`config.mk`:
```
export PLATFORM = sky130hd
export DESIGN_NAME = sfifo_rd_seq
export DESIGN_NICKNAME = d
export VERILOG_FILES = /design/src/rtl/sfifo_rd_pkg.sv /design/src/rtl/sfifo_rd_timer.sv /design/src/rtl/sfifo_rd_ctrl.sv /design/src/rtl/sfifo_rd_track.sv /design/src/rtl/sfifo_rd_seq.sv
export SDC_FILE = /design/constraint.sdc
export NUM_CORES = 1
export LEC_CHECK = 0
export ABC_AREA = 1
export BUFFER_PORTS_ARGS = -buffer_cell sky130_fd_sc_hd__buf_2
export CORE_MARGIN = 2
export CORE_UTILIZATION = 33
export CTS_CLUSTER_SIZE = 28
export DETAILED_ROUTE_END_ITERATION = 7
export PLACE_DENSITY = 0.55
export SYNTH_ARGS = -nofsm -noshare
export SYNTH_HDL_FRONTEND = slang
export SYNTH_HIERARCHICAL = 1
export SYNTH_SLANG_ARGS = --single-unit
```
`constraint.sdc`:
```
create_clock -name clk -period 1.6 [get_ports clk]
set_input_delay 0.08 -clock clk [delete_from_list [all_inputs] [get_ports clk]]
set_output_delay 0.08 -clock clk [all_outputs]
set_load 0.02 [all_outputs]
```
`src/rtl/sfifo_rd_pkg.sv`:
```
package sfifo_rd_pkg;

  typedef enum logic [2:0] {
    ST_IDLE  = 3'd0,
    ST_SETUP = 3'd1,
    ST_OE    = 3'd2,
    ST_READ  = 3'd3,
    ST_RDOFF = 3'd4,
    ST_HOLD  = 3'd5
  } seq_state_e;

endpackage

```
`src/rtl/sfifo_rd_timer.sv`:
```
// Address setup down-counter: loaded on command acceptance, runs in SETUP.
module sfifo_rd_timer #(
  parameter int SETUP_W = 4
) (
  input  logic               clk,
  input  logic               rst_n,
  input  logic               load,
  input  logic [SETUP_W-1:0] load_val,
  input  logic               run,
  output logic               expired
);

  localparam logic [SETUP_W-1:0] ONE = SETUP_W'(1);

  logic [SETUP_W-1:0] cnt_q, cnt_d;
  logic               cnt_en;

  assign expired = (cnt_q <= ONE);

  always_comb begin
    cnt_en = 1'b0;
    cnt_d  = cnt_q;
    if (load) begin
      cnt_en = 1'b1;
      cnt_d  = (load_val == '0) ? ONE : load_val;
    end else if (run && !expired) begin
      cnt_en = 1'b1;
      cnt_d  = cnt_q - ONE;
    end
  end

  always_ff @(posedge clk or negedge rst_n) begin
    if (!rst_n) begin
      cnt_q <= ONE;
    end else if (cnt_en) begin
      cnt_q <= cnt_d;
    end
  end

endmodule

```
`src/rtl/sfifo_rd_ctrl.sv`:
```
// Phase sequencer: select/address setup, enable lead, strobe, release.
module sfifo_rd_ctrl
  import sfifo_rd_pkg::*;
(
  input  logic       clk,
  input  logic       rst_n,
  input  logic       cmd_valid,
  input  logic       setup_done,
  input  logic       words_left,
  input  logic       words_last,
  input  logic       fifo_empty,
  input  logic       slot_free,
  output logic       accept,
  output logic       in_setup,
  output logic       rd_fire,
  output logic       sel,
  output logic       oe,
  output logic       done,
  output logic       idle
);

  seq_state_e state_q, state_d;

  assign idle     = (state_q == ST_IDLE);
  assign accept   = idle && cmd_valid;
  assign in_setup = (state_q == ST_SETUP);
  assign rd_fire  = (state_q == ST_READ) && words_left && !fifo_empty && slot_free;
  assign oe       = (state_q == ST_OE) || (state_q == ST_READ) || (state_q == ST_RDOFF);
  assign sel      = in_setup || oe;
  assign done     = (state_q == ST_HOLD);

  always_comb begin
    state_d = state_q;
    unique case (state_q)
      ST_IDLE:  if (cmd_valid)  state_d = ST_SETUP;
      ST_SETUP: if (setup_done) state_d = ST_OE;
      ST_OE:                    state_d = ST_READ;
      ST_READ: begin
        if ((rd_fire && words_last) || !words_left || fifo_empty) begin
          state_d = ST_RDOFF;
        end
      end
      ST_RDOFF:                 state_d = ST_HOLD;
      ST_HOLD:                  state_d = ST_IDLE;
      default:                  state_d = ST_IDLE;
    endcase
  end

  always_ff @(posedge clk or negedge rst_n) begin
    if (!rst_n) begin
      state_q <= ST_IDLE;
    end else begin
      state_q <= state_d;
    end
  end

endmodule

```
`src/rtl/sfifo_rd_track.sv`:
```
// Address hold, word counters and one-deep output capture register.
module sfifo_rd_track #(
  parameter int ADDR_W = 2,
  parameter int DATA_W = 16,
  parameter int CNT_W  = 8
) (
  input  logic              clk,
  input  logic              rst_n,
  input  logic              accept,
  input  logic [ADDR_W-1:0] cmd_addr,
  input  logic [CNT_W-1:0]  cmd_count,
  input  logic              rd_fire,
  input  logic [DATA_W-1:0] fifo_data,
  input  logic              out_ready,
  output logic [ADDR_W-1:0] fifo_addr,
  output logic              out_valid,
  output logic [DATA_W-1:0] out_data,
  output logic              words_left,
  output logic              words_last,
  output logic              slot_free,
  output logic [CNT_W-1:0]  xfer_count
);

  localparam logic [CNT_W-1:0] CNT_ONE = CNT_W'(1);

  logic [ADDR_W-1:0] addr_q;
  logic [CNT_W-1:0]  left_q, left_d;
  logic [CNT_W-1:0]  xfer_q, xfer_d;
  logic              cnt_en;
  logic              vld_q, vld_d, vld_en;
  logic [DATA_W-1:0] data_q;

  assign fifo_addr  = addr_q;
  assign out_valid  = vld_q;
  assign out_data   = data_q;
  assign xfer_count = xfer_q;
  assign words_left = (left_q != '0);
  assign words_last = (left_q == CNT_ONE);
  assign slot_free  = !vld_q || out_ready;

  always_comb begin
    cnt_en = accept || rd_fire;
    if (accept) begin
      left_d = cmd_count;
      xfer_d = '0;
    end else begin
      left_d = left_q - CNT_ONE;
      xfer_d = xfer_q + CNT_ONE;
    end
    vld_en = rd_fire || (vld_q && out_ready);
    vld_d  = rd_fire;
  end

  always_ff @(posedge clk or negedge rst_n) begin
    if (!rst_n) begin
      addr_q <= '0;
    end else if (accept) begin
      addr_q <= cmd_addr;
    end
  end

  always_ff @(posedge clk or negedge rst_n) begin
    if (!rst_n) begin
      left_q <= '0;
      xfer_q <= '0;
    end else if (cnt_en) begin
      left_q <= left_d;
      xfer_q <= xfer_d;
    end
  end

  always_ff @(posedge clk or negedge rst_n) begin
    if (!rst_n) begin
      vld_q <= 1'b0;
    end else if (vld_en) begin
      vld_q <= vld_d;
    end
  end

  always_ff @(posedge clk or negedge rst_n) begin
    if (!rst_n) begin
      data_q <= '0;
    end else if (rd_fire) begin
      data_q <= fifo_data;
    end
  end

endmodule

```
`src/rtl/sfifo_rd_seq.sv`:
```
module sfifo_rd_seq #(
  parameter int ADDR_W  = 2,
  parameter int DATA_W  = 16,
  parameter int CNT_W   = 8,
  parameter int SETUP_W = 4
) (
  input  logic               clk,
  input  logic               rst_n,
  input  logic [SETUP_W-1:0] cfg_setup,
  input  logic               cmd_valid,
  output logic               cmd_ready,
  input  logic [ADDR_W-1:0]  cmd_addr,
  input  logic [CNT_W-1:0]   cmd_count,
  output logic [ADDR_W-1:0]  fifo_addr,
  output logic               fifo_sel,
  output logic               fifo_oe,
  output logic               fifo_rd,
  input  logic [DATA_W-1:0]  fifo_data,
  input  logic               fifo_empty,
  output logic               out_valid,
  input  logic               out_ready,
  output logic [DATA_W-1:0]  out_data,
  output logic               done_valid,
  output logic [CNT_W-1:0]   done_count
);

  localparam int SYNC_STAGES = 2;

  // Reset: asserted asynchronously, released on a clock edge.
  logic [SYNC_STAGES-1:0] rst_sync_q;
  logic                   rst_core_n;

  always_ff @(posedge clk or negedge rst_n) begin
    if (!rst_n) begin
      rst_sync_q <= '0;
    end else begin
      rst_sync_q <= {rst_sync_q[SYNC_STAGES-2:0], 1'b1};
    end
  end
  assign rst_core_n = rst_sync_q[SYNC_STAGES-1];

  logic accept, in_setup, rd_fire, setup_done;
  logic words_left, words_last, slot_free, idle;
  logic [CNT_W-1:0] xfer_count;

  sfifo_rd_timer #(.SETUP_W(SETUP_W)) u_timer (
    .clk      (clk),
    .rst_n    (rst_core_n),
    .load     (accept),
    .load_val (cfg_setup),
    .run      (in_setup),
    .expired  (setup_done)
  );

  sfifo_rd_ctrl u_ctrl (
    .clk        (clk),
    .rst_n      (rst_core_n),
    .cmd_valid  (cmd_valid),
    .setup_done (setup_done),
    .words_left (words_left),
    .words_last (words_last),
    .fifo_empty (fifo_empty),
    .slot_free  (slot_free),
    .accept     (accept),
    .in_setup   (in_setup),
    .rd_fire    (rd_fire),
    .sel        (fifo_sel),
    .oe         (fifo_oe),
    .done       (done_valid),
    .idle       (idle)
  );

  sfifo_rd_track #(.ADDR_W(ADDR_W), .DATA_W(DATA_W), .CNT_W(CNT_W)) u_track (
    .clk        (clk),
    .rst_n      (rst_core_n),
    .accept     (accept),
    .cmd_addr   (cmd_addr),
    .cmd_count  (cmd_count),
    .rd_fire    (rd_fire),
    .fifo_data  (fifo_data),
    .out_ready  (out_ready),
    .fifo_addr  (fifo_addr),
    .out_valid  (out_valid),
    .out_data   (out_data),
    .words_left (words_left),
    .words_last (words_last),
    .slot_free  (slot_free),
    .xfer_count (xfer_count)
  );

  assign fifo_rd    = rd_fire;
  assign cmd_ready  = idle;
  assign done_count = xfer_count;

endmodule

```
==> results of run 1 <==
-- routing by layer --
| layer | part of all wire | routed length [um] | vias to the layer above | global-route usage |
|---|---|---|---|---|
| met2 | 0.50 | 2650 | 39 | 0.239 |
| li1 | - | - | 1131 | - |
| met4 | 0.015 | 78 | 0 | 0.0412 |
| met5 | 0 | 0 | - | 0 |
| met3 | 0.036 | 191 | 6 | 0.0286 |
| met1 | 0.45 | 2420 | 973 | 0.186 |
-- worst min-delay path by stage --
| stage | to | slack, ns | cells after the start |
|---|---|---|---|
| after floorplan | rst_sync_q[0] | -0.22 | 0 |
| after global placement | rst_sync_q[0] | -0.13 | 1 |
| after detailed placement | rst_sync_q[0] | -0.13 | 1 |
| after CTS | u_track/left_q[2] | 0.001 | 3 |
| after global routing | u_track/left_q[6] | 0.02 | 3 |
| final | u_track/left_q[2] | 0.007 | 3 |
-- power by group through the flow --
stage / combinational (mW) / clock, mW / sequential, mW
final: 3.21 / 0.894 / 1.84
after CTS: 3.00 / 0.932 / 1.83
after floorplan: 1.57 / 0 / 2.16
after global routing: 3.60 / 0.962 / 1.90
after detailed placement: 2.86 / 0 / 1.85
after global placement: 2.85 / 0 / 1.83
-- sequential cells by signal, summed over array words and instances (netlist names) --
signal / count
u_ctrl/state_q: 3
u_track/out_data: 16
u_track/fifo_addr: 2
u_track/left_q: 8
u_track/xfer_count: 8
u_timer/cnt_q: 4
rst_sync_q: 2
u_track/out_valid: 1
-- cell type report --
class	count	area (sq um)
Tap cell	80	100
Clock buffer	6	82.6
Clock inverter	2	38.8
Timing Repair Buffer	117	776
Multi-Input combinational cell	197	1070
Fill cell	689	3360
Inverter	39	151
Sequential cell	44	1110
-- metrics by stage --
stage / power, mW / cells
6_report: 5.94 / 485
5_1_grt: 6.47 / 485
4_1_cts: 5.76 / 480
3_5_place_dp: 4.71 / 447
3_3_place_gp: 4.68 / 447
2_1_floorplan: 3.73 / 284
-- cells in the mapped netlist, drive strengths merged --
cell type	count	area [sq um]
nand2	104	398
dfrtp	43	1080
inv	39	146
nor2	27	124
nand3	22	130
o21ai	14	73.8
ha	6	75.1
a21oi	4	20.0
a22oi	4	30.0
buf	4	25.0
nand4	4	25.0
xor2	3	26.3
o221ai	2	30.0
a22o	1	8.76
and3	1	6.26
conb	1	3.75
dfstp	1	26.3
nand3b	1	7.51
nor3	1	5.00
o211ai	1	7.51
xnor2	1	8.76
-- worst reg2reg max path, stage by stage (launching register included) --
cell and delay [ns]:
dfrtp_1 0.38, inv_2 0.07, ha_4 0.15, nand3b_1 0.07, inv_1 0.05, nor2_2 0.12, and3_4 0.28, nand3_4 0.10
nor2_4 0.14, nand3_2 0.08, nand2_1 0.08, nand2_1 0.05, nor2_1 0.08
-- what timing repair did --
action                     CTS  global route
pin swaps                    1            17
hold endpoints to repair    21             0
gates resized for setup      3            24
buffers inserted             5             5
setup endpoints to repair   11            37
hold buffers                20             0
-- logic make-up after synthesis --
family	Yosys count	synth area share
AOI/OAI and AO/OA	26	0.0755
xor gates and xnor gates	4	0.0155
adders and majority gates	6	0.0333
buffers and inverters	43	0.0761
DFF	44	0.489
other	1	0.00166
and+or+nand+nor	160	0.309
==> results_dict.tcl, run 1 <==
set metrics [dict create \
    status "complete, but fails checks" \
    violations "negative setup slack" \
    tns_ns -0.788 \
    finalWirelength_um 5340 \
    final_cell_mix "nand2_1, buf_2, dfrtp_1" \
    r2r_end "u_track/xfer_count[6]" \
    syn-cell-area_sq_mm 0.00225 \
    drive_above_1_share 0.378 \
    dp_hpwl_um 3830 \
    fin_nets 445 \
    htreeDepth 2 \
    holdWs_ns 0.00658 \
    cts-root-buf "clkbuf_8" \
    die_y_um 86.6 \
    cp.depth 12 \
    ys_types 29 \
    p_int_mw 3.42 \
    routed-via-count 2149 \
    clk_latency_ns 0.29 \
    diodes 0 \
    die_area_sq_mm 0.00751 \
    layout_setup_ws_ns -0.0911 \
    rr_startpoint "u_track/left_q[0]" \
    critPathCaptureType "flip-flop" \
    viasPerCell 4.43 \
    critical_path_class "reg2reg" \
    numCtsBuffers 5 \
    path_common_cell "nand2_1" \
    critPathLaunchType "flip-flop" \
    cts_tree "done" \
    drv_slew 0 \
    rows 30 \
    worstPathRequired_ns 1.83 \
    clkSinkCount 44 \
    synth_seq_cells 44 \
    syn_avg_cell_area_sq_um 7.93 \
    p_seq_frac 0.310 \
    maxCapViolCount 0 \
    rrSetupSlack_ns -0.09 \
    switching_power_mw 2.52 \
    critPathArrivalTime_ns 1.93 \
    grt_pass1_wl_um 8560 \
    path_cells "inv_2 > ha_4 > nand3b_1 > inv_1 > nor2_2 > and3_4 > nand3_4 > nor2_4 > nand3_2 > nand2_1 > nand2_1 > nor2_1" \
    rsz0062_at_grt "true" \
    dp_worst_setup_slack_ns -0.0478 \
    post-route-period-util 1.06 \
    critPathBufInv 2 \
    area_growth_pct 47.4 \
    coreArea_sq_mm 0.00668 \
    grt_usage 0.142 \
    p_leak_nw 1.81 \
    fin_worst_skew_ns 0.00888 \
    swShare 0.424 \
    min_from "cmd_count[2]" \
    grt_pass1_vias 1956 \
    drc 0 \
    die_x_um 86.6 \
    cp_top_family "simple AND/OR/NAND/NOR gates" \
    cpPeakStageDelay_ns 0.38 \
    grt_max_degree 23 \
    fin_area_sq_mm 0.00332 \
    first_pass_iters 4 \
    antenna_found_initial 0 \
    power_frac_comb 0.540 \
    ios 67 \
    clockBufferDepth 2 \
    r2r_cells 12 \
    critPathMaxFanout 8 \
    hp-class "in2reg" \
    startpoint "u_track/left_q[0]" \
    syn_inst 284 \
    period_minus_slack_ns 1.69 \
    crit_slowest_cell "dfrtp_1" \
    hold_violations 0 \
    clk_pin_slew_ns 0.09 \
    ys_seq_area_frac 0.489 \
    endpoint "u_track/xfer_count[6]" \
    final_common_cell "nand2_1" \
    finalSetupViolCount 15 \
    ant_nets 0 \
    place_congestion 0.791 \
    fin_util 0.497 \
    yosys_warnings 6 \
    p_clk_frac 0.150 \
    synth_fp_nets 325 \
    wl_per_cell_um 11.0 \
    fmax_mhz 591 \
    start_util 0.337 \
    drt_iter0_drc 62 \
    grt-ovfl-total 0 \
    dpl-instance-area_sq_mm 0.00283 \
    vdd_drop_max_mv 0.684 \
    io_buffers 66 \
    p_per_area_mw_per_mm2 1790 \
]
(Power assumes the default switching activity.)
==> inputs of run 2 (changes only) <==
--- a/config.mk
+++ b/config.mk
@@ -5,10 +5,11 @@
 export SDC_FILE = /design/constraint.sdc
 export NUM_CORES = 1
 export LEC_CHECK = 0
-export ABC_AREA = 1
+export ABC_AREA = 0
 export BUFFER_PORTS_ARGS = -buffer_cell sky130_fd_sc_hd__buf_2
 export CORE_MARGIN = 2
 export CORE_UTILIZATION = 33
+export CTS_CLUSTER_DIAMETER = 40
 export CTS_CLUSTER_SIZE = 28
 export DETAILED_ROUTE_END_ITERATION = 7
 export PLACE_DENSITY = 0.55
==> results_dict.tcl, run 2 <==
set metrics [dict create \
    rsz0062_at_grt "true" \
    place_congestion 0.720 \
    critPathArrivalTime_ns 2.29 \
    min_from "fifo_data[12]" \
    syn_inst 200 \
    ys_types 46 \
    die_area_sq_mm 0.00730 \
    synth_fp_nets 241 \
    cts-root-buf "clkbuf_8" \
    drc 0 \
    clockBufferDepth 2 \
    multi_input_area_sq_mm 0.00121 \
    min_to "u_track/out_data[12]" \
    grt_pass1_wl_um 8470 \
    hold_depth 2 \
    tightest_slew_ns 0.562 \
    status "complete, but fails checks" \
    fin_util 0.547 \
    rows 29 \
    syn_avg_cell_area_sq_um 10.9 \
    ys_seq_area_frac 0.504 \
    post-route-period-util 1.28 \
    total_power_mw 6.10 \
    tns_ns -11.51 \
    synth_top_area_share 0.492 \
    die_x_um 85.4 \
    critPathMaxFanout 4 \
    die_y_um 85.4 \
    drt_iter0_drc 64 \
    grt_usage 0.146 \
    postSynth.asyncResetShare 1.00 \
    finalSetupViolCount 38 \
    fin_nets 371 \
    rr_startpoint "u_track/left_q[5]" \
    hold_violations 0 \
    synth_edf_count 0 \
    drv_slew 0 \
    cts_tree "done" \
    clk_latency_ns 0.30 \
    drive_above_1_share 0.523 \
    io_buffers 66 \
    vdd_drop_max_mv 1.20 \
    ys.flop_type "dfrtp_1" \
    r2r_end "u_track/left_q[5]" \
    antenna_found_initial 0 \
    fin_worst_skew_ns 0.00755 \
    p_per_area_mw_per_mm2 1740 \
    p_leak_nw 1.66 \
    final_cell_mix "buf_2, dfrtp_1, buf_4" \
    ys_top_cells_by_count "dfrtp_1, mux2_2, nand2_1" \
    ios 67 \
    rrSetupSlack_ns -0.45 \
    relSlewSlack 0.625 \
    r2r_cells 10 \
    ant_nets 0 \
    final_common_cell "buf_2" \
    wl_per_cell_um 13.6 \
    clk_pin_slew_ns 0.08 \
    layout_setup_ws_ns -0.448 \
    numCtsBuffers 5 \
    period_minus_slack_ns 2.05 \
    num-fill-cells 565 \
    syn-cell-area_sq_mm 0.00219 \
    diodes 0 \
    coreArea_sq_mm 0.00639 \
    grt_max_degree 26 \
    violations "negative setup slack" \
    ys_top_cells_by_area "dfrtp_1, mux2_2, ha_1" \
    htreeDepth 2 \
    synth_seq_cells 44 \
    clkSinkCount 44 \
    maxCapViolCount 0 \
    grt-ovfl-total 0 \
    hp-class "in2reg" \
    synth_most_common_cell "dfrtp_1" \
    grt_pass1_vias 1900 \
    worstPathRequired_ns 1.84 \
    seqCellArea_sq_mm 0.00110 \
    routed-via-count 1945 \
    viasPerCell 4.77 \
    first_pass_iters 3 \
    finalWirelength_um 5560 \
    critPathCaptureType "flip-flop" \
    start_util 0.343 \
    largest_reg_flops 16 \
    critical_path_class "reg2reg" \
    yosys_warnings 6 \
    fmax_mhz 488 \
    area_growth_pct 59.7 \
    dp_hpwl_um 3620 \
    critPathLaunchType "flip-flop" \
    yosysTopAreaCell "dfrtp_1" \
]
## run 2: changes by cell type in the layout (fill, tap and decap cells not counted), sizes merged, moves of 11 or more
cell   delta
nand2    -89
nor2     -15
mux2     +18
inv      -31
buf      +11
nand3    -15
## run 2: critical path, cell delays in order (launching register included)
cell     delay (ns)
dfrtp_1        0.40
or4_4          0.54
nor3_4         0.15
nand2_2        0.07
inv_2          0.07
nor4b_4        0.05
buf_4          0.15
buf_6          0.11
nor4b_4        0.13
a211o_1        0.25
nand3_1        0.07
## run 2: worst max-delay path by stage
stage,from,end,slack (ns),cells after the start
2_1_floorplan,u_track/left_q[0],u_track/left_q[7],-0.58,8
3_5_place_dp,u_track/left_q[0],u_track/xfer_count[7],-0.42,9
3_3_place_gp,u_track/left_q[4],u_track/left_q[5],-0.38,9
5_1_grt,u_track/left_q[5],u_track/left_q[5],-0.52,10
6_report,u_track/left_q[5],u_track/left_q[5],-0.45,10
4_1_cts,u_track/left_q[4],fifo_rd,-0.46,8
## run 2: area by class of cell
class | count | share of cell area
clock buffers | 5 | 0.0197
clock inverters | 3 | 0.0132
well taps | 77 | 0.0276
repair buffers | 130 | 0.269
inverters | 7 | 0.00752
flip-flops and latches | 44 | 0.316
multi-input cells | 142 | 0.347
## run 2: routing by layer
layer  vias up  wire length [um]  global-route usage
met5         -                 0                   0
met4         0                36              0.0390
met3         5               229              0.0370
met2        39              2760               0.256
met1       930              2530               0.179
li1        971                 -                   -
## run 2: metrics by stage
stage                     setup slack (ns)  cell area (sq um)  std cells  hold slack (ns)
after detailed placement            -0.418               2940        368           -0.133
after CTS                           -0.459               3400        403          0.00111
after floorplan                     -0.579               2320        200           -0.216
after global placement              -0.381               2940        368           -0.134
after global routing                -0.518               3490        408          0.00229
final                               -0.448               3490        408           0.0103
## run 2: repair_timing
item | 4_1_cts | 5_1_grt
cloned | 0 | 3
resized for setup | 29 | 21
hold buffers | 22 | 0
setup buffers | 5 | 5
pin swaps | 7 | 13
endpoints found under the hold margin | 23 | 0
endpoints found under the setup margin | 39 | 43
## run 2: logic make-up after synthesis
family,synth area share
AOI/OAI and AO/OA,0.0829
xor gates and xnor gates,0.0320
adders and majority gates,0.0343
buffers and inverters,0.0355
DFF,0.504
muxes,0.0972
other,0.00171
and+or+nand+nor,0.213
## run 2: where the power goes
group / internal, mW / switching, mW
combinational: 1.72 / 1.64
clock: 0.471 / 0.415
sequential: 1.56 / 0.295
total: 3.75 / 2.35
